File: config.mk
export PLATFORM = sky130hd
export DESIGN_NAME = cfgd_dispatcher
export DESIGN_NICKNAME = d
export VERILOG_FILES = /design/src/rtl/cfgd_pkg.sv /design/src/rtl/cfgd_setup_table.sv /design/src/rtl/cfgd_pe_select.sv /design/src/rtl/cfgd_sequencer.sv /design/src/rtl/cfgd_dispatcher.sv
export SDC_FILE = /design/constraint.sdc
export NUM_CORES = 1
export LEC_CHECK = 0
export BUFFER_PORTS_ARGS = -buffer_cell sky130_fd_sc_hd__buf_2
export CORE_MARGIN = 5
export CORE_UTILIZATION = 40
export DETAILED_ROUTE_END_ITERATION = 16
export GPL_ROUTABILITY_DRIVEN = 0
export SLEW_MARGIN = 10
export SYNTH_ARGS = -nofsm -noshare
export SYNTH_HDL_FRONTEND = slang
export SYNTH_SLANG_ARGS = --single-unit
File: constraint.sdc
create_clock -name clk -period 5.8 [get_ports clk]
set_input_delay 0.58 -clock clk [delete_from_list [all_inputs] [get_ports clk]]
set_output_delay 0.58 -clock clk [all_outputs]
set_load 0.01 [all_outputs]
File: src/rtl/cfgd_pkg.sv
// Shared definitions for the configuration dispatcher.
// Assumes: nothing beyond IEEE 1800-2017 packages.
package cfgd_pkg;

    // Sequencer phases: table build first, then request service.
    typedef enum logic [3:0] {
        ST_HDR,     // issue read of the record-count word
        ST_HDR_W,   // capture record count
        ST_FLD,     // issue read of one record field
        ST_FLD_W,   // capture that field
        ST_IDLE,    // wait for a request
        ST_SIG,     // issue read of one signature word
        ST_SIG_W,   // capture row/column masks
        ST_STR,     // issue one code read per cycle
        ST_DRAIN    // wait for the read pipeline to empty
    } seq_state_e;

    // Field order inside a metadata record (the scan depends on it).
    localparam logic [1:0] FLD_SETUP = 2'd0;
    localparam logic [1:0] FLD_START = 2'd1;
    localparam logic [1:0] FLD_LEN   = 2'd2;
    localparam logic [1:0] FLD_NSIG  = 2'd3;

endpackage

File: src/rtl/cfgd_setup_table.sv
// Setup lookup table: stores one entry per scanned record, in scan order,
// and answers an associative lookup by setup number.
// Assumes: entries are written only during the table build; the lowest
// slot wins when several slots hold the same setup number.
module cfgd_setup_table #(
    parameter int NUM_SETUPS = 8,
    parameter int SETUP_W    = 8,
    parameter int ADDR_W     = 10,
    parameter int LEN_W      = 5,
    parameter int SIG_CNT_W  = 4
) (
    input  logic                 clk,
    input  logic                 rst_n,
    input  logic                 wr_en,
    input  logic [SETUP_W-1:0]   wr_id,
    input  logic [ADDR_W-1:0]    wr_start,
    input  logic [LEN_W-1:0]     wr_len,
    input  logic [SIG_CNT_W-1:0] wr_nsig,
    input  logic [ADDR_W-1:0]    wr_sigbase,
    input  logic [SETUP_W-1:0]   look_id,
    output logic                 hit,
    output logic [ADDR_W-1:0]    hit_start,
    output logic [LEN_W-1:0]     hit_len,
    output logic [SIG_CNT_W-1:0] hit_nsig,
    output logic [ADDR_W-1:0]    hit_sigbase
);
    localparam int CNT_W = $clog2(NUM_SETUPS + 1);

    logic [CNT_W-1:0]     fill_q;
    logic [NUM_SETUPS-1:0] vld_q;
    logic [SETUP_W-1:0]   id_q      [NUM_SETUPS];
    logic [ADDR_W-1:0]    start_q   [NUM_SETUPS];
    logic [LEN_W-1:0]     len_q     [NUM_SETUPS];
    logic [SIG_CNT_W-1:0] nsig_q    [NUM_SETUPS];
    logic [ADDR_W-1:0]    sigbase_q [NUM_SETUPS];

    logic room;
    assign room = (fill_q < CNT_W'(NUM_SETUPS));

    // Append a new entry in the next free slot; drop it when full.
    always_ff @(posedge clk) begin
        if (!rst_n) begin
            fill_q <= '0;
            vld_q  <= '0;
        end else if (wr_en && room) begin
            fill_q <= fill_q + CNT_W'(1);
            for (int i = 0; i < NUM_SETUPS; i++) begin
                if (fill_q == CNT_W'(i)) begin
                    vld_q[i]     <= 1'b1;
                    id_q[i]      <= wr_id;
                    start_q[i]   <= wr_start;
                    len_q[i]     <= wr_len;
                    nsig_q[i]    <= wr_nsig;
                    sigbase_q[i] <= wr_sigbase;
                end
            end
        end
    end

    // Associative lookup, lowest matching slot has priority.
    always_comb begin
        hit         = 1'b0;
        hit_start   = '0;
        hit_len     = '0;
        hit_nsig    = '0;
        hit_sigbase = '0;
        for (int i = NUM_SETUPS - 1; i >= 0; i--) begin
            if (vld_q[i] && (id_q[i] == look_id)) begin
                hit         = 1'b1;
                hit_start   = start_q[i];
                hit_len     = len_q[i];
                hit_nsig    = nsig_q[i];
                hit_sigbase = sigbase_q[i];
            end
        end
    end

    // the fill count never passes the slot count.
    p_fill_bounded_r11: assert property (@(posedge clk) disable iff (!rst_n)
        fill_q <= CNT_W'(NUM_SETUPS));

    // a write into a full table leaves the fill count unchanged.
    p_full_drop_r11: assert property (@(posedge clk) disable iff (!rst_n)
        (wr_en && !room) |=> $stable(fill_q));

endmodule

File: src/rtl/cfgd_pe_select.sv
// Per-element write enable decode: an element at column x, row y is
// selected when its row bit and its column bit are both set.
// Assumes: masks are held stable while bus words are valid.
module cfgd_pe_select #(
    parameter int PE_ROWS = 4,
    parameter int PE_COLS = 4
) (
    input  logic                       clk,
    input  logic                       rst_n,
    input  logic                       bus_valid,
    input  logic [PE_ROWS-1:0]         row_mask,
    input  logic [PE_COLS-1:0]         col_mask,
    output logic [PE_ROWS*PE_COLS-1:0] pe_wr_en
);
    // One AND term per element of the array.
    for (genvar r = 0; r < PE_ROWS; r++) begin : g_row
        for (genvar c = 0; c < PE_COLS; c++) begin : g_col
            assign pe_wr_en[r*PE_COLS + c] = bus_valid & row_mask[r] & col_mask[c];
        end
    end

    // no loader writes while the bus is idle.
    p_sel_quiet_r5: assert property (@(posedge clk) disable iff (!rst_n)
        !bus_valid |-> ($countones(pe_wr_en) == 0));

endmodule

File: src/rtl/cfgd_sequencer.sv
// Control sequencer: builds the setup table after reset, then serves
// requests by reading signatures and streaming code over the bus.
// Assumes: memory returns data one cycle after mem_rd_en; metadata is
// well formed; ADDR_W >= LEN_W.
module cfgd_sequencer
    import cfgd_pkg::*;
#(
    parameter int DATA_W       = 64,
    parameter int ADDR_W       = 10,
    parameter int SETUP_W      = 8,
    parameter int IMEM_DEPTH   = 16,
    parameter int SIG_CNT_W    = 4,
    parameter int PE_ROWS      = 4,
    parameter int PE_COLS      = 4,
    parameter int COL_MASK_LSB = 16,
    parameter int META_BASE    = 0
) (
    input  logic                            clk,
    input  logic                            rst_n,
    output logic                            mem_rd_en,
    output logic [ADDR_W-1:0]               mem_rd_addr,
    input  logic [DATA_W-1:0]               mem_rd_data,
    input  logic                            req_valid,
    output logic                            req_ready,
    output logic                            req_err,
    input  logic                            tbl_hit,
    input  logic [ADDR_W-1:0]               tbl_start,
    input  logic [$clog2(IMEM_DEPTH+1)-1:0] tbl_len,
    input  logic [SIG_CNT_W-1:0]            tbl_nsig,
    input  logic [ADDR_W-1:0]               tbl_sigbase,
    output logic                            tbl_wr_en,
    output logic [SETUP_W-1:0]              tbl_wr_id,
    output logic [ADDR_W-1:0]               tbl_wr_start,
    output logic [$clog2(IMEM_DEPTH+1)-1:0] tbl_wr_len,
    output logic [SIG_CNT_W-1:0]            tbl_wr_nsig,
    output logic [ADDR_W-1:0]               tbl_wr_sigbase,
    output logic                            bus_valid,
    output logic [$clog2(IMEM_DEPTH)-1:0]   bus_idx,
    output logic [DATA_W-1:0]               bus_data,
    output logic [PE_ROWS-1:0]              row_mask,
    output logic [PE_COLS-1:0]              col_mask,
    output logic                            cfg_done
);
    localparam int IDX_W = $clog2(IMEM_DEPTH);
    localparam int LEN_W = $clog2(IMEM_DEPTH + 1);

    seq_state_e            state_q;
    logic [ADDR_W-1:0]     ptr_q;
    logic [ADDR_W-1:0]     rec_left_q;
    logic [1:0]            fld_q;
    logic [SETUP_W-1:0]    cur_id_q;
    logic [ADDR_W-1:0]     cur_start_q;
    logic [LEN_W-1:0]      cur_len_q;
    logic [SIG_CNT_W-1:0]  cur_nsig_q;
    logic [ADDR_W-1:0]     cur_sigbase_q;
    logic [SIG_CNT_W-1:0]  sig_i_q;
    logic [LEN_W-1:0]      word_i_q;
    logic                  rd_vld_q;
    logic [IDX_W-1:0]      rd_idx_q;
    logic                  bus_valid_q;
    logic [IDX_W-1:0]      bus_idx_q;
    logic [DATA_W-1:0]     bus_data_q;
    logic [PE_ROWS-1:0]    row_mask_q;
    logic [PE_COLS-1:0]    col_mask_q;
    logic                  err_q;
    logic                  done_q;

    logic                  accept;
    logic [ADDR_W-1:0]     raw_len;
    logic [SIG_CNT_W-1:0]  raw_nsig;

    assign req_ready = (state_q == ST_IDLE);
    assign accept    = req_valid && req_ready;
    assign raw_len   = mem_rd_data[ADDR_W-1:0];
    assign raw_nsig  = mem_rd_data[SIG_CNT_W-1:0];

    // Memory read port: address chosen by the current phase.
    always_comb begin
        mem_rd_en   = 1'b0;
        mem_rd_addr = '0;
        case (state_q)
            ST_HDR: begin
                mem_rd_en   = 1'b1;
                mem_rd_addr = ADDR_W'(META_BASE);
            end
            ST_FLD: begin
                mem_rd_en   = 1'b1;
                mem_rd_addr = ptr_q;
            end
            ST_SIG: begin
                mem_rd_en   = 1'b1;
                mem_rd_addr = cur_sigbase_q + ADDR_W'(sig_i_q);
            end
            ST_STR: begin
                mem_rd_en   = 1'b1;
                mem_rd_addr = cur_start_q + ADDR_W'(word_i_q);
            end
            default: ;
        endcase
    end

    // Table write: the record is complete when its signature count arrives.
    assign tbl_wr_en      = (state_q == ST_FLD_W) && (fld_q == FLD_NSIG);
    assign tbl_wr_id      = cur_id_q;
    assign tbl_wr_start   = cur_start_q;
    assign tbl_wr_len     = cur_len_q;
    assign tbl_wr_nsig    = raw_nsig;
    assign tbl_wr_sigbase = ptr_q + ADDR_W'(1);

    // Phase sequencing, record capture and read pipeline.
    always_ff @(posedge clk) begin
        if (!rst_n) begin
            state_q       <= ST_HDR;
            ptr_q         <= '0;
            rec_left_q    <= '0;
            fld_q         <= FLD_SETUP;
            cur_id_q      <= '0;
            cur_start_q   <= '0;
            cur_len_q     <= '0;
            cur_nsig_q    <= '0;
            cur_sigbase_q <= '0;
            sig_i_q       <= '0;
            word_i_q      <= '0;
            rd_vld_q      <= 1'b0;
            rd_idx_q      <= '0;
            bus_valid_q   <= 1'b0;
            bus_idx_q     <= '0;
            bus_data_q    <= '0;
            row_mask_q    <= '0;
            col_mask_q    <= '0;
            err_q         <= 1'b0;
            done_q        <= 1'b0;
        end else begin
            err_q       <= 1'b0;
            done_q      <= 1'b0;
            rd_vld_q    <= 1'b0;
            bus_valid_q <= rd_vld_q;
            if (rd_vld_q) begin
                bus_data_q <= mem_rd_data;
                bus_idx_q  <= rd_idx_q;
            end
            case (state_q)
                ST_HDR: state_q <= ST_HDR_W;
                ST_HDR_W: begin
                    rec_left_q <= raw_len;
                    ptr_q      <= ADDR_W'(META_BASE) + ADDR_W'(1);
                    fld_q      <= FLD_SETUP;
                    state_q    <= (raw_len == '0) ? ST_IDLE : ST_FLD;
                end
                ST_FLD: state_q <= ST_FLD_W;
                ST_FLD_W: begin
                    case (fld_q)
                        FLD_SETUP: cur_id_q    <= mem_rd_data[SETUP_W-1:0];
                        FLD_START: cur_start_q <= raw_len;
                        FLD_LEN: begin
                            if (raw_len > ADDR_W'(IMEM_DEPTH))
                                cur_len_q <= LEN_W'(IMEM_DEPTH);
                            else
                                cur_len_q <= raw_len[LEN_W-1:0];
                        end
                        default: ;
                    endcase
                    if (fld_q == FLD_NSIG) begin
                        ptr_q      <= ptr_q + ADDR_W'(1) + ADDR_W'(raw_nsig);
                        rec_left_q <= rec_left_q - ADDR_W'(1);
                        fld_q      <= FLD_SETUP;
                        state_q    <= (rec_left_q == ADDR_W'(1)) ? ST_IDLE : ST_FLD;
                    end else begin
                        ptr_q   <= ptr_q + ADDR_W'(1);
                        fld_q   <= fld_q + 2'd1;
                        state_q <= ST_FLD;
                    end
                end
                ST_IDLE: begin
                    if (accept) begin
                        if (!tbl_hit) begin
                            err_q <= 1'b1;
                        end else begin
                            cur_start_q   <= tbl_start;
                            cur_len_q     <= tbl_len;
                            cur_nsig_q    <= tbl_nsig;
                            cur_sigbase_q <= tbl_sigbase;
                            sig_i_q       <= '0;
                            if (tbl_nsig == '0) done_q  <= 1'b1;
                            else                state_q <= ST_SIG;
                        end
                    end
                end
                ST_SIG: state_q <= ST_SIG_W;
                ST_SIG_W: begin
                    row_mask_q <= mem_rd_data[PE_ROWS-1:0];
                    col_mask_q <= mem_rd_data[COL_MASK_LSB +: PE_COLS];
                    word_i_q   <= '0;
                    state_q    <= (cur_len_q == '0) ? ST_DRAIN : ST_STR;
                end
                ST_STR: begin
                    rd_vld_q <= 1'b1;
                    rd_idx_q <= word_i_q[IDX_W-1:0];
                    word_i_q <= word_i_q + LEN_W'(1);
                    if ((word_i_q + LEN_W'(1)) == cur_len_q) state_q <= ST_DRAIN;
                end
                ST_DRAIN: begin
                    if (!rd_vld_q) begin
                        if ((sig_i_q + SIG_CNT_W'(1)) == cur_nsig_q) begin
                            done_q  <= 1'b1;
                            state_q <= ST_IDLE;
                        end else begin
                            sig_i_q <= sig_i_q + SIG_CNT_W'(1);
                            state_q <= ST_SIG;
                        end
                    end
                end
                default: state_q <= ST_IDLE;
            endcase
        end
    end

    assign bus_valid = bus_valid_q;
    assign bus_idx   = bus_idx_q;
    assign bus_data  = bus_data_q;
    assign row_mask  = row_mask_q;
    assign col_mask  = col_mask_q;
    assign req_err   = err_q;
    assign cfg_done  = done_q;

    // while requests are taken, no code word is on the bus.
    p_ready_quiet_r12: assert property (@(posedge clk) disable iff (!rst_n)
        req_ready |-> !bus_valid);

    // each signature pass begins at instruction index zero.
    p_idx_first_r6: assert property (@(posedge clk) disable iff (!rst_n)
        $rose(bus_valid) |-> (bus_idx == '0));

    // back-to-back bus words carry consecutive indices.
    p_idx_step_r6: assert property (@(posedge clk) disable iff (!rst_n)
        (bus_valid && $past(bus_valid)) |-> (bus_idx == $past(bus_idx) + IDX_W'(1)));

    // an error pulse is followed by no bus word.
    p_err_no_xfer_r7: assert property (@(posedge clk) disable iff (!rst_n)
        req_err |=> !bus_valid);

    // error and done never coincide.
    p_err_not_done_r7: assert property (@(posedge clk) disable iff (!rst_n)
        req_err |-> !cfg_done);

    // done is raised only once the bus has gone quiet.
    p_done_quiet_r8: assert property (@(posedge clk) disable iff (!rst_n)
        cfg_done |-> !bus_valid);

endmodule

File: src/rtl/cfgd_dispatcher.sv
// Top of the configuration dispatcher: sequencer, setup table and
// per-element select decode.
// Assumes: one-cycle memory read latency; synchronous active-low reset.
module cfgd_dispatcher #(
    parameter int DATA_W       = 64,
    parameter int ADDR_W       = 10,
    parameter int SETUP_W      = 8,
    parameter int NUM_SETUPS   = 8,
    parameter int IMEM_DEPTH   = 16,
    parameter int SIG_CNT_W    = 4,
    parameter int PE_ROWS      = 4,
    parameter int PE_COLS      = 4,
    parameter int COL_MASK_LSB = 16,
    parameter int META_BASE    = 0
) (
    input  logic                          clk,
    input  logic                          rst_n,
    output logic                          mem_rd_en,
    output logic [ADDR_W-1:0]             mem_rd_addr,
    input  logic [DATA_W-1:0]             mem_rd_data,
    input  logic                          req_valid,
    input  logic [SETUP_W-1:0]            req_setup,
    output logic                          req_ready,
    output logic                          req_err,
    output logic                          cfg_bus_valid,
    output logic [$clog2(IMEM_DEPTH)-1:0] cfg_bus_idx,
    output logic [DATA_W-1:0]             cfg_bus_data,
    output logic [PE_ROWS-1:0]            cfg_bus_row_mask,
    output logic [PE_COLS-1:0]            cfg_bus_col_mask,
    output logic [PE_ROWS*PE_COLS-1:0]    pe_wr_en,
    output logic                          cfg_done
);
    localparam int LEN_W = $clog2(IMEM_DEPTH + 1);

    logic                 tbl_hit;
    logic [ADDR_W-1:0]    tbl_start;
    logic [LEN_W-1:0]     tbl_len;
    logic [SIG_CNT_W-1:0] tbl_nsig;
    logic [ADDR_W-1:0]    tbl_sigbase;
    logic                 tbl_wr_en;
    logic [SETUP_W-1:0]   tbl_wr_id;
    logic [ADDR_W-1:0]    tbl_wr_start;
    logic [LEN_W-1:0]     tbl_wr_len;
    logic [SIG_CNT_W-1:0] tbl_wr_nsig;
    logic [ADDR_W-1:0]    tbl_wr_sigbase;

    cfgd_sequencer #(
        .DATA_W(DATA_W), .ADDR_W(ADDR_W), .SETUP_W(SETUP_W),
        .IMEM_DEPTH(IMEM_DEPTH), .SIG_CNT_W(SIG_CNT_W),
        .PE_ROWS(PE_ROWS), .PE_COLS(PE_COLS),
        .COL_MASK_LSB(COL_MASK_LSB), .META_BASE(META_BASE)
    ) i_seq (
        .clk(clk), .rst_n(rst_n),
        .mem_rd_en(mem_rd_en), .mem_rd_addr(mem_rd_addr), .mem_rd_data(mem_rd_data),
        .req_valid(req_valid), .req_ready(req_ready), .req_err(req_err),
        .tbl_hit(tbl_hit), .tbl_start(tbl_start), .tbl_len(tbl_len),
        .tbl_nsig(tbl_nsig), .tbl_sigbase(tbl_sigbase),
        .tbl_wr_en(tbl_wr_en), .tbl_wr_id(tbl_wr_id), .tbl_wr_start(tbl_wr_start),
        .tbl_wr_len(tbl_wr_len), .tbl_wr_nsig(tbl_wr_nsig), .tbl_wr_sigbase(tbl_wr_sigbase),
        .bus_valid(cfg_bus_valid), .bus_idx(cfg_bus_idx), .bus_data(cfg_bus_data),
        .row_mask(cfg_bus_row_mask), .col_mask(cfg_bus_col_mask),
        .cfg_done(cfg_done)
    );

    cfgd_setup_table #(
        .NUM_SETUPS(NUM_SETUPS), .SETUP_W(SETUP_W), .ADDR_W(ADDR_W),
        .LEN_W(LEN_W), .SIG_CNT_W(SIG_CNT_W)
    ) i_tbl (
        .clk(clk), .rst_n(rst_n),
        .wr_en(tbl_wr_en), .wr_id(tbl_wr_id), .wr_start(tbl_wr_start),
        .wr_len(tbl_wr_len), .wr_nsig(tbl_wr_nsig), .wr_sigbase(tbl_wr_sigbase),
        .look_id(req_setup),
        .hit(tbl_hit), .hit_start(tbl_start), .hit_len(tbl_len),
        .hit_nsig(tbl_nsig), .hit_sigbase(tbl_sigbase)
    );

    cfgd_pe_select #(
        .PE_ROWS(PE_ROWS), .PE_COLS(PE_COLS)
    ) i_sel (
        .clk(clk), .rst_n(rst_n),
        .bus_valid(cfg_bus_valid),
        .row_mask(cfg_bus_row_mask), .col_mask(cfg_bus_col_mask),
        .pe_wr_en(pe_wr_en)
    );

    // no memory read is issued while requests are being taken.
    p_idle_no_read_r1: assert property (@(posedge clk) disable iff (!rst_n)
        req_ready |-> !mem_rd_en);

endmodule

======== Word level (Yosys, flattened, before mapping) ========
Memories as Yosys holds them, arrays and structs flattened.
Index checks and enable logic that the tools add are counted.
W data, S select, Z words.
word-level totals
  bits in registers ....................... 168
  memory bits (writable) .................. 296
  input port bits ......................... 75
  output and inout bits ................... 107
  word-level logic and storage cells ...... 395
  memories kept ........................... 5
memory list
  memory           depth  bits a word  read ports  clocked after memory_dff  wr ports  RTL line                text
  i_tbl.sigbase_q  8      10           8           0                         1         cfgd_setup_table.sv:35  logic [ADDR_W-1:0] sigbase_q [NUM_SETUPS];
  i_tbl.start_q    8      10           8           0                         1         cfgd_setup_table.sv:32  logic [ADDR_W-1:0] start_q [NUM_SETUPS];
  i_tbl.id_q       8      8            8           0                         1         cfgd_setup_table.sv:31  logic [SETUP_W-1:0] id_q [NUM_SETUPS];
  i_tbl.len_q      8      5            8           0                         1         cfgd_setup_table.sv:33  logic [LEN_W-1:0] len_q [NUM_SETUPS];
  i_tbl.nsig_q     8      4            8           0                         1         cfgd_setup_table.sv:34  logic [SIG_CNT_W-1:0] nsig_q [NUM_SETUPS];
operators by class
  add/sub/neg operators ................... 9
  $lt $le $gt $ge ......................... 2
  equality and inequality tests ........... 38
  multiplexer cells ....................... 219
  bitwise logic cells ..................... 20
  reductions and logical operators ........ 73
operators by type and width
  kind                     number
  $mux W10                 35
  $reduce_or A10 Y1        14
  $mux W3                  37
  $mux W4                  26
  $mux W5                  19
  $mux W1                  84
  $eq A8 B8 Y1             8
  $pmux W10 S2             3
  $mux W8                  7
  $reduce_or A8 Y1         7
  $pmux W4 S9              1
  $reduce_or A5 Y1         7
  $eq A4 B3 Y1 const B     8
  $reduce_or A4 Y1         8
  $pmux W10 S3             1
  $add A10 B4 Y10          2
  $and A1 B1 Y1            20
  $pmux W5 S2              2
  $reduce_and A2 Y1        10
  $eq A4 B2 Y1 const B     4
  $ne A2 B2 Y1 const B     8
  $logic_not A4 Y1         3
  $logic_and A1 B1 Y1      11
  $add A10 B1 Y10 const B  1
  other kinds (26)         35

======== Longest topological paths before layout ========
Gate-level depths: netlist (run 1).
An unclocked memory read counts as a cell.
  word-level depth ........................ 16
  depth in mapped cells ................... 12
  depth with buffers taken out ............ 11

======== By module ========
Synthesis (run 1) repeated with hierarchy kept, for this count alone.
second synthesis, totals
  cell total of the unflattened synthesis .. 1703
  area, all modules ....................... 20847.5 um^2
modules (own cells, without submodules)
  module            instances  cells each  area each (um^2)  seq. area each (um^2)
  cfgd_setup_table  1          789         12826.1           9128.8
  cfgd_sequencer    1          897         7902.6            3123.0
  cfgd_pe_select    1          17          118.9             0.0

======== Worst setup path before layout (run 1) ========
No wires, ideal clock.
  path kind ............................... register to register
  from .................................... register i_seq.state_q[3]
  to ...................................... memory i_tbl.id_q[7][0], in the netlist i_tbl.id_q[1][24] (enable)
  setup time .............................. 0.398 ns
  data arrival time ....................... 2.734 ns
  data required time ...................... 5.402 ns
  slack ................................... 2.668 ns
  cell stages (with the launch flop) ...... 10
  buffers on the path ..................... 2
  period minus slack after synthesis ...... 3.132 ns
  cells stage by stage .................... dfxtp_1 > clkbuf_1 > nor2_1 > nand2_1 > nor2_2 > nand2_1 > nor2_1 > and2_1 > clkbuf_1 > and3_1
between the ends
  cells in the longest elaborated chain, start to end .. 14
  elaborated cells on any way between the ends .. 48
  those cells by class .................... 1 x eq/ne; 38 x mux; 9 x reduce/logical
RTL lines
  what                                                                      RTL line                text
  start, declared                                                           cfgd_sequencer.sv:47    seq_state_e state_q;
  start signal, assigned                                                    cfgd_sequencer.sv:148   state_q <= (raw_len == '0) ? ST_IDLE : ST_FLD;
  start signal, assigned                                                    cfgd_sequencer.sv:167   state_q <= (rec_left_q == ADDR_W'(1)) ? ST_IDLE : ST_FLD;
  start signal, assigned                                                    cfgd_sequencer.sv:194   state_q <= (cur_len_q == '0) ? ST_DRAIN : ST_STR;
  $eq A4 B2 Y1 *                                                            cfgd_sequencer.sv:103   assign tbl_wr_en = (state_q == ST_FLD_W) && (fld_q == FLD_NSIG);
  $logic_and A1 B1 Y1 *                                                     cfgd_sequencer.sv:103
  $logic_and A1 B1 Y1 *                                                     cfgd_setup_table.sv:45  end else if (wr_en && room) begin
  $mux W1                                                                   cfgd_setup_table.sv:45
  $mux W1                                                                   cfgd_setup_table.sv:42  if (!rst_n) begin
  $mux W1 (implied by the code)                                             cfgd_setup_table.sv:50  id_q[i] <= wr_id;
  $reduce_or A8 Y1 (no source line)                                         n/a
  $mux W3 (no source line) / $mux W1 (equally long branches) (7 in series)  n/a
  end, declared                                                             cfgd_setup_table.sv:31
Mark *: on every way between the ends. The rest lies on a longest branch, timed or not.

======== Worst setup path after layout (run 1) ========
  from .................................... register i_seq.cur_start_q[0], in the netlist i_seq.tbl_wr_start[0]
  to ...................................... output mem_rd_addr[6]
between the ends
  cells in the longest elaborated chain, start to end .. 2
RTL lines
  what                    RTL line               text
  start, declared         cfgd_sequencer.sv:52   logic [ADDR_W-1:0] cur_start_q;
  start signal, assigned  cfgd_sequencer.sv:154  FLD_START: cur_start_q <= raw_len;
  start signal, assigned  cfgd_sequencer.sv:179  cur_start_q <= tbl_start;
  $add A10 B5 Y10         cfgd_sequencer.sv:96   mem_rd_addr = cur_start_q + ADDR_W'(word_i_q);
  $pmux W10 S3            cfgd_sequencer.sv:81   case (state_q)
  end, declared           cfgd_dispatcher.sv:19  output logic [ADDR_W-1:0] mem_rd_addr,
No other way between the ends.

==> results of run 1 <==
[per-layer routing]
layer  global-route usage  routed length (microns)
met3               0.0401                     4320
met1                0.266                    22800
met4               0.0532                     1360
met5                    0                        0
met2                0.328                    25600
[through the flow]
stage | std cells | total power [uW] | worst slack, ns | utilization
floorplan | 1629 | 3700 | 2.67 | -
global placement | 2405 | 3780 | 1.63 | 0.434
detailed placement | 2405 | 3780 | 1.72 | 0.434
CTS | 2491 | 6900 | 1.90 | 0.466
global route | 2491 | 7060 | 1.68 | 0.466
finish | 2491 | 6840 | 1.95 | 0.466
[where the power goes]
| group | total (uW) | internal [uW] | leakage (uW) | switching (uW) |
|---|---|---|---|---|
| logic | 203 | 70.0 | 0.00339 | 133 |
| clock network | 3120 | 1870 | 0.000781 | 1250 |
| registers | 3510 | 3490 | 0.00409 | 19.6 |
[worst reg2reg max path, stage by stage, from the launching register on]
cell      delay, ns
edfxtp_1       0.38
xnor2_1        0.15
nand4_1        0.14
or3_1          0.98
nand2_1        1.04
o22ai_1        0.36
a21oi_1        0.11
nor4_1         0.38
a211oi_1       0.13
[worst min-delay path by stage]
stage                    endpoint  slack [ns]  cells past startpoint
2_1_floorplan   i_seq.rd_idx_q[0]        0.44                      2
3_3_place_gp    i_seq.rd_idx_q[1]        0.46                      2
3_5_place_dp    i_seq.rd_idx_q[1]        0.46                      2
4_1_cts        i_seq.bus_data[46]        0.23                      3
5_1_grt        i_seq.bus_data[30]        0.25                      3
6_report       i_seq.bus_data[30]        0.25                      3
[flip-flops by register name, indices dropped and copies added, names as in the netlist, 5 cells and up]
| register | flops |
|---|---|
| i_tbl.nsig_q | 32 |
| i_seq.tbl_wr_start | 10 |
| i_tbl.sigbase_q | 80 |
| i_seq.ptr_q | 10 |
| i_seq.bus_data | 64 |
| i_seq.rec_left_q | 10 |
| i_tbl.vld_q | 8 |
| i_seq.cur_sigbase_q | 10 |
| i_seq.tbl_wr_len | 5 |
| i_seq.word_i_q | 5 |
| i_seq.tbl_wr_id | 8 |
| i_tbl.id_q | 64 |
| i_tbl.start_q | 80 |
| i_tbl.len_q | 40 |
[synth_stat cells, types with 12 or more instances]
master and n:
a31oi_1 15, xnor2_1 82, ha_1 26, o22ai_1 48, a22oi_1 16, xor2_1 30, and2_1 15, inv_1 20
dfxtp_1 168, o21ai_0 22, buf_2 16, or3_1 14, a21o_1 15, o221ai_1 12, nor2_1 182, nand3_1 51
nand2_1 129, nor3_1 26, clkbuf_1 50, mux2i_1 76, a21oi_1 108, and3_1 34, edfxtp_1 296
[final cells by class]
type / instances / area [sq um] / share of cell area
clock buffer: 72 / 1380 / 0.0607
clock inverter: 14 / 218 / 0.00956
inverter: 21 / 81.3 / 0.00357
multi-input combinational: 1057 / 6970 / 0.306
sequential: 464 / 12300 / 0.538
tap: 664 / 831 / 0.0365
timing repair buffer: 199 / 1040 / 0.0457
[kinds of logic (layout without fill, tap and decap cells)]
logic type                 after synthesis  in the layout  synth area share
xor gates and xnor gates               115            115            0.0523
muxes                                   77             77            0.0392
DFF                                    464            464             0.622
and+or+nand+nor                        507            507             0.122
adders and majority gates               29             29            0.0196
AOI/OAI and AO/OA                      329            329             0.120
buffers and inverters                  108            306            0.0252
==> metrics.csv, run 1 <==
metric,value,unit
Mapped Cells,1629,
"most common cell after layout, fill and taps aside",edfxtp_1,
Syn Nets,1733,
Layout area overhead,15.7,%
CTS tree,done,
number of global-route vias before repair,13635,
Filler cells,4446,
Setup CP Type,reg -> out,
cell mode on critical path,o21ai_0,
Synth area leaders,"edfxtp_1 (45%), dfxtp_1 (17%), mux2i_1 (3.9%)",
CP endpoint,mem_rd_addr[6],
Initial Util,0.403,
"Cell Area, Synth",0.0197,sq mm
Most used DFF post-synth,edfxtp_1,
crit share post-route,0.663,
wire per inst,21.7,microns
post-synth top area share,0.451,
vias,13529,
Worst setup SP type,flop,
core area,0.0488,sq mm
Ports,182,
H-tree Lvls,2,
port buffer count,181,
register-to-register setup slack,2.00,ns
PwrDens,300,mW/mm^2
GRT Overall Usage,0.198,
Crit path depth,11,
worst reg2reg path startpoint,i_tbl.id_q[0][2],
n_diodes,0,
Max Cap Viol,0,
Max VDD drop,179,uV
Pre-Repair DR Iteration Count,5,
CP max FO,10,
final net count,1893,
Max stage delay on crit path,0.59,ns
Slew HR,0.149,
first-pass GRT wire length,82500,microns
clock skew,0.0172,ns
final setup violation count,0,
grt ovf,0,
post-cts hold buffer count,0,
worst skew pair latency,0.57,ns
initial antenna violation count,1,
number of buffer and inverter stages on the critical path,2,
DRC viols,0,
Clock Sinks,464,
fin crit period,3.85,ns
Die Y,232,microns
slew at the pin closest to its max-slew limit,1.28,ns
Die X,232,microns
CTS buffer count,46,
sequential share of the synthesized area,0.622,
Leak,0.00826,uW
ANT nets after route,0,
clock buffer depth,3,
reg2reg path depth,8,
share of cells above drive strength 1,0.182,
"EDFF count, synth",296,
Hold Crit Class,in -> reg,
DRT iter0 DRCs,917,
largest area contributor in the netlist,edfxtp_1,
Post-CTS Setup Inserts,0,
Clock Tree Root,clkbuf_16,
HPWL Detailed,35400,microns
fmax,260,MHz
Reg2Reg Capture Point,i_seq.state_q[0],
Vias/cell,5.43,
max-slew violation count,0,
outcome,"complete, no violations",
crit path capture type,output pin,
crit-path cells,ha_1 > inv_1 > fa_1 > nor2b_1 > o21ai_0 > nand2b_1 > and2_1 > o21ai_0 > xor2_1 > o221ai_1 > buf_2,
Synth Warn #,0,
Hold Crit Start,mem_rd_data[30],
CTS resizes,0,
full die area,0.0538,sq mm
Worst EP required,5.22,ns
FP Rows,81,
Hold Slack,0.252,ns
CP startpoint,i_seq.tbl_wr_start[0],
crit path DAT,3.27,ns
Yosys reg bits,464,
number of hold violations in the final report,0,
most frequent cells in the layout,"edfxtp_1 (296), nor2_1 (182), buf_2 (181), dfxtp_1 (167), nand2_1 (129)",
async set-reset flop share out of synthesis,0,
setup TNS,0,ns
largest net degree at the start of global routing,80,
critical path's top delay family,adder cells,
Synth Area per Inst,12.1,sq um
drt total wl,54100,microns
"slowest stage cell, crit path",dfxtp_1,
synth unique cells,75,
design area,0.0228,sq mm
Placed Area,0.0212,sq mm
CTS clock-pin slew for the worst setup and hold paths,0.06,ns
setup repair after global routing missed its margin,no,
Note: power is estimated with default switching activity, not from simulation.
==> run 2: changes to the inputs <==
- clock period: 5.8 -> 3.75 ns (I/O delays scaled with it)
==> run 2 against run 1 <==
Against the previous run:
- first-iteration DRC count increased by 18%
- sequential cell count stayed put
- highest routed layer unchanged
- wire length grew 4.3%
- sequential share of layout area down 0.19 points
- global-route usage up 0.75 points
- critical path depth down 1
- worst setup slack lost 1.7 ns
- clock-buffer cell count is 6 lower
==> metrics.csv, run 2 (same netlist as run 1, synthesis figures left out) <==
metric,value,unit,change
M1 wire length,24100,microns,was 22800 microns
Hold Crit Class,in -> reg,,unchanged
n_diodes,0,,unchanged
Reg2Reg Capture Point,i_seq.tbl_wr_start[0],,was i_seq.state_q[0]
CP max FO,11,,was 10
HPWL Detailed,36400,microns,was 35400 microns
Die Y,232,microns,unchanged
Post-CTS Setup Inserts,0,,unchanged
Initial Util,0.403,,unchanged
crit share post-route,0.934,,
Crit path depth,10,,was 11
Ports,182,,unchanged
Leak,0.00820,uW,was 0.00826 uW
full die area,0.0538,sq mm,unchanged
cell mode on critical path,a21o_1,,was o21ai_0
clock buffer depth,3,,unchanged
CTS clock-pin slew for the worst setup and hold paths,0.06,ns,about the same
fmax,286,MHz,
CTS tree,done,,unchanged
FP Rows,81,,unchanged
Pre-Repair DR Iteration Count,5,,unchanged
final net count,1919,,was 1893
wire per inst,22.4,microns,was 21.7 microns
crit path DAT,3.13,ns,was 3.27 ns
outcome,"complete, no violations",,unchanged
setup TNS,0,ns,unchanged
crit path capture type,output pin,,unchanged
Sequential Power Share,0.528,,was 0.514
Worst EP required,3.38,ns,was 5.22 ns
reg2reg path depth,8,,unchanged
Hold Path Cell Cnt,3,,unchanged
"most common cell after layout, fill and taps aside",edfxtp_1,,unchanged
area of the multi-input gates,0.00697,sq mm,about the same
vias,13765,,was 13.5k
Clock Sinks,464,,unchanged
most frequent cells in the layout,"edfxtp_1 (296), nor2_1 (182), buf_2 (181), dfxtp_1 (166), nand2_1 (129)",,"was edfxtp_1 (296), nor2_1 (182), buf_2 (181), dfxtp_1 (167), nand2_1 (129)"
grt ovf,0,,unchanged
"slowest stage cell, crit path",dfxtp_1,,unchanged
first-pass GRT wire length,85200,microns,was 82500 microns
GRT Overall Usage,0.205,,was 0.198
ANT nets after route,0,,unchanged
share of cells above drive strength 1,0.190,,was 0.182
setup repair after global routing missed its margin,no,,unchanged
Clock Tree Root,clkbuf_16,,unchanged
H-tree Lvls,2,,unchanged
max-slew violation count,0,,unchanged
slew at the pin closest to its max-slew limit,1.23,ns,was 1.28 ns
register-to-register setup slack,0.64,ns,was 2.00 ns
Total Power,10300,uW,was 6840 uW
clock skew,0.0169,ns,was 0.0172 ns
Max stage delay on crit path,0.61,ns,was 0.59 ns
met2 WL,26600,microns,was 25600 microns
net load switching power,2160,uW,was 1410 uW
WL met3,4370,microns,was 4320 microns
CTS buffer count,47,,was 46
Hold EP,i_seq.bus_data[48],,was i_seq.bus_data[30]
final setup violation count,0,,unchanged
Max Cap Viol,0,,unchanged
Top Layer Used,met4,,unchanged
Filler cells,4438,,was 4446
Worst setup SP type,flop,,unchanged
Die X,232,microns,unchanged
Layout area overhead,16.1,%,was 15.7%
Slew HR,0.179,,was 0.149
DRT iter0 DRCs,1081,,was 917
drt total wl,56400,microns,was 54100 microns
worst reg2reg path startpoint,i_tbl.id_q[0][13],,was i_tbl.id_q[0][2]
Vias/cell,5.47,,was 5.43
initial antenna violation count,0,,was 1
port buffer count,181,,unchanged
Max VDD drop,290,uV,was 179 uV
Pint,8110,uW,was 5430 uW
PwrDens,449,mW/mm^2,was 300 mW/mm^2
worst skew pair latency,0.56,ns,was 0.57 ns
post-cts hold buffer count,0,,unchanged
largest net degree at the start of global routing,60,,was 80
core area,0.0488,sq mm,unchanged
Setup CP Type,reg -> out,,unchanged
fin crit period,3.50,ns,
clock share of power,0.440,,was 0.457
Register Area,0.0123,sq mm,about the same
CTS resizes,0,,unchanged
number of buffer and inverter stages on the critical path,1,,was 2
Hold Crit Start,mem_rd_data[48],,was mem_rd_data[30]
Sw Ratio,0.210,,was 0.206
number of global-route vias before repair,13770,,was 13.6k
critical path's top delay family,compound AO/OA/AOI/OAI gates,,was adder cells
Top Registers,"i_tbl.sigbase_q (80), i_tbl.start_q (80)",,unchanged
number of hold violations in the final report,0,,unchanged
combinational share of power,0.032,,was 0.030
DRC viols,0,,unchanged
crit-path cells,ha_1 > a21o_1 > a21o_1 > a21o_1 > a21oi_1 > nor2_1 > nand3_1 > xor2_1 > o221ai_1 > buf_2,,was ha_1 > inv_1 > fa_1 > nor2b_1 > o21ai_0 > nand2b_1 > and2_1 > o21ai_0 > xor2_1 > o221ai_1 > buf_2
-- run 2: cell types whose count changed in the layout (fill, tap and decap cells not counted), sizes merged --
cell      before  now
buf          199  224
clkinvlp       2    1
bufinv         5    3
clkbuf        72   66
clkinv         5   14
-- run 2: layout make-up --
type / count / share of cell area
clock inverter: 20 / 0.00782
clock buffer: 66 / 0.0563
inverter: 21 / 0.00356
timing repair buffer: 224 / 0.0554
multi-input combinational: 1057 / 0.305
tap: 664 / 0.0363
sequential: 464 / 0.536
-- run 2: power by group through the flow --
| stage | logic [uW] | clock network (uW) | registers, uW |
|---|---|---|---|
| 6_report | 328 | 4520 | 5430 |
| 5_1_grt | 358 | 4830 | 5430 |
| 4_1_cts | 328 | 4620 | 5430 |
| 3_5_place_dp | 327 | 0 | 5540 |
| 3_3_place_gp | 320 | 0 | 5540 |
| 2_1_floorplan | 202 | 0 | 5520 |
-- run 2: worst max path at each step --
stage,start,to,slack [ns]
floorplan,i_seq.state_q[3],i_tbl.id_q[1][24],0.62
global placement,req_setup[5],i_seq.tbl_wr_start[0],0.49
detailed placement,req_setup[5],i_seq.tbl_wr_start[0],0.41
CTS,i_seq.tbl_wr_start[0],mem_rd_addr[8],0.12
global route,i_seq.word_i_q[0],mem_rd_addr[8],0.01
finish,i_seq.tbl_wr_start[1],mem_rd_addr[9],0.25
-- run 2: routing by layer --
layer,vias up,global-route usage
li1,6361,-
met4,0,0.0535
met2,592,0.343
met1,6728,0.279
met5,-,0
met3,84,0.0355
-- run 2: stage by stage --
stage | util | instances | setup WS (ns) | cell area [sq um] | hold slack [ns]
4_1_cts | 0.468 | 2516 | 0.124 | 22900 | 0.0285
3_5_place_dp | 0.438 | 2430 | 0.415 | 21400 | 0.477
2_1_floorplan | - | 1629 | 0.618 | 19700 | 0.436
3_3_place_gp | 0.438 | 2430 | 0.490 | 21400 | 0.467
6_report | 0.468 | 2516 | 0.249 | 22900 | 0.0563
5_1_grt | 0.468 | 2516 | 0.0125 | 22900 | 0.0450
-- run 2: worst reg2reg max path: cells and delay by family (launching register included) --
kind | cells | cell delay [ns]
AND/OR/NAND/NOR | 5 | 1.86
AO/OA/AOI/OAI | 2 | 0.56
XOR/XNOR | 1 | 0.17
flip-flops | 1 | 0.37
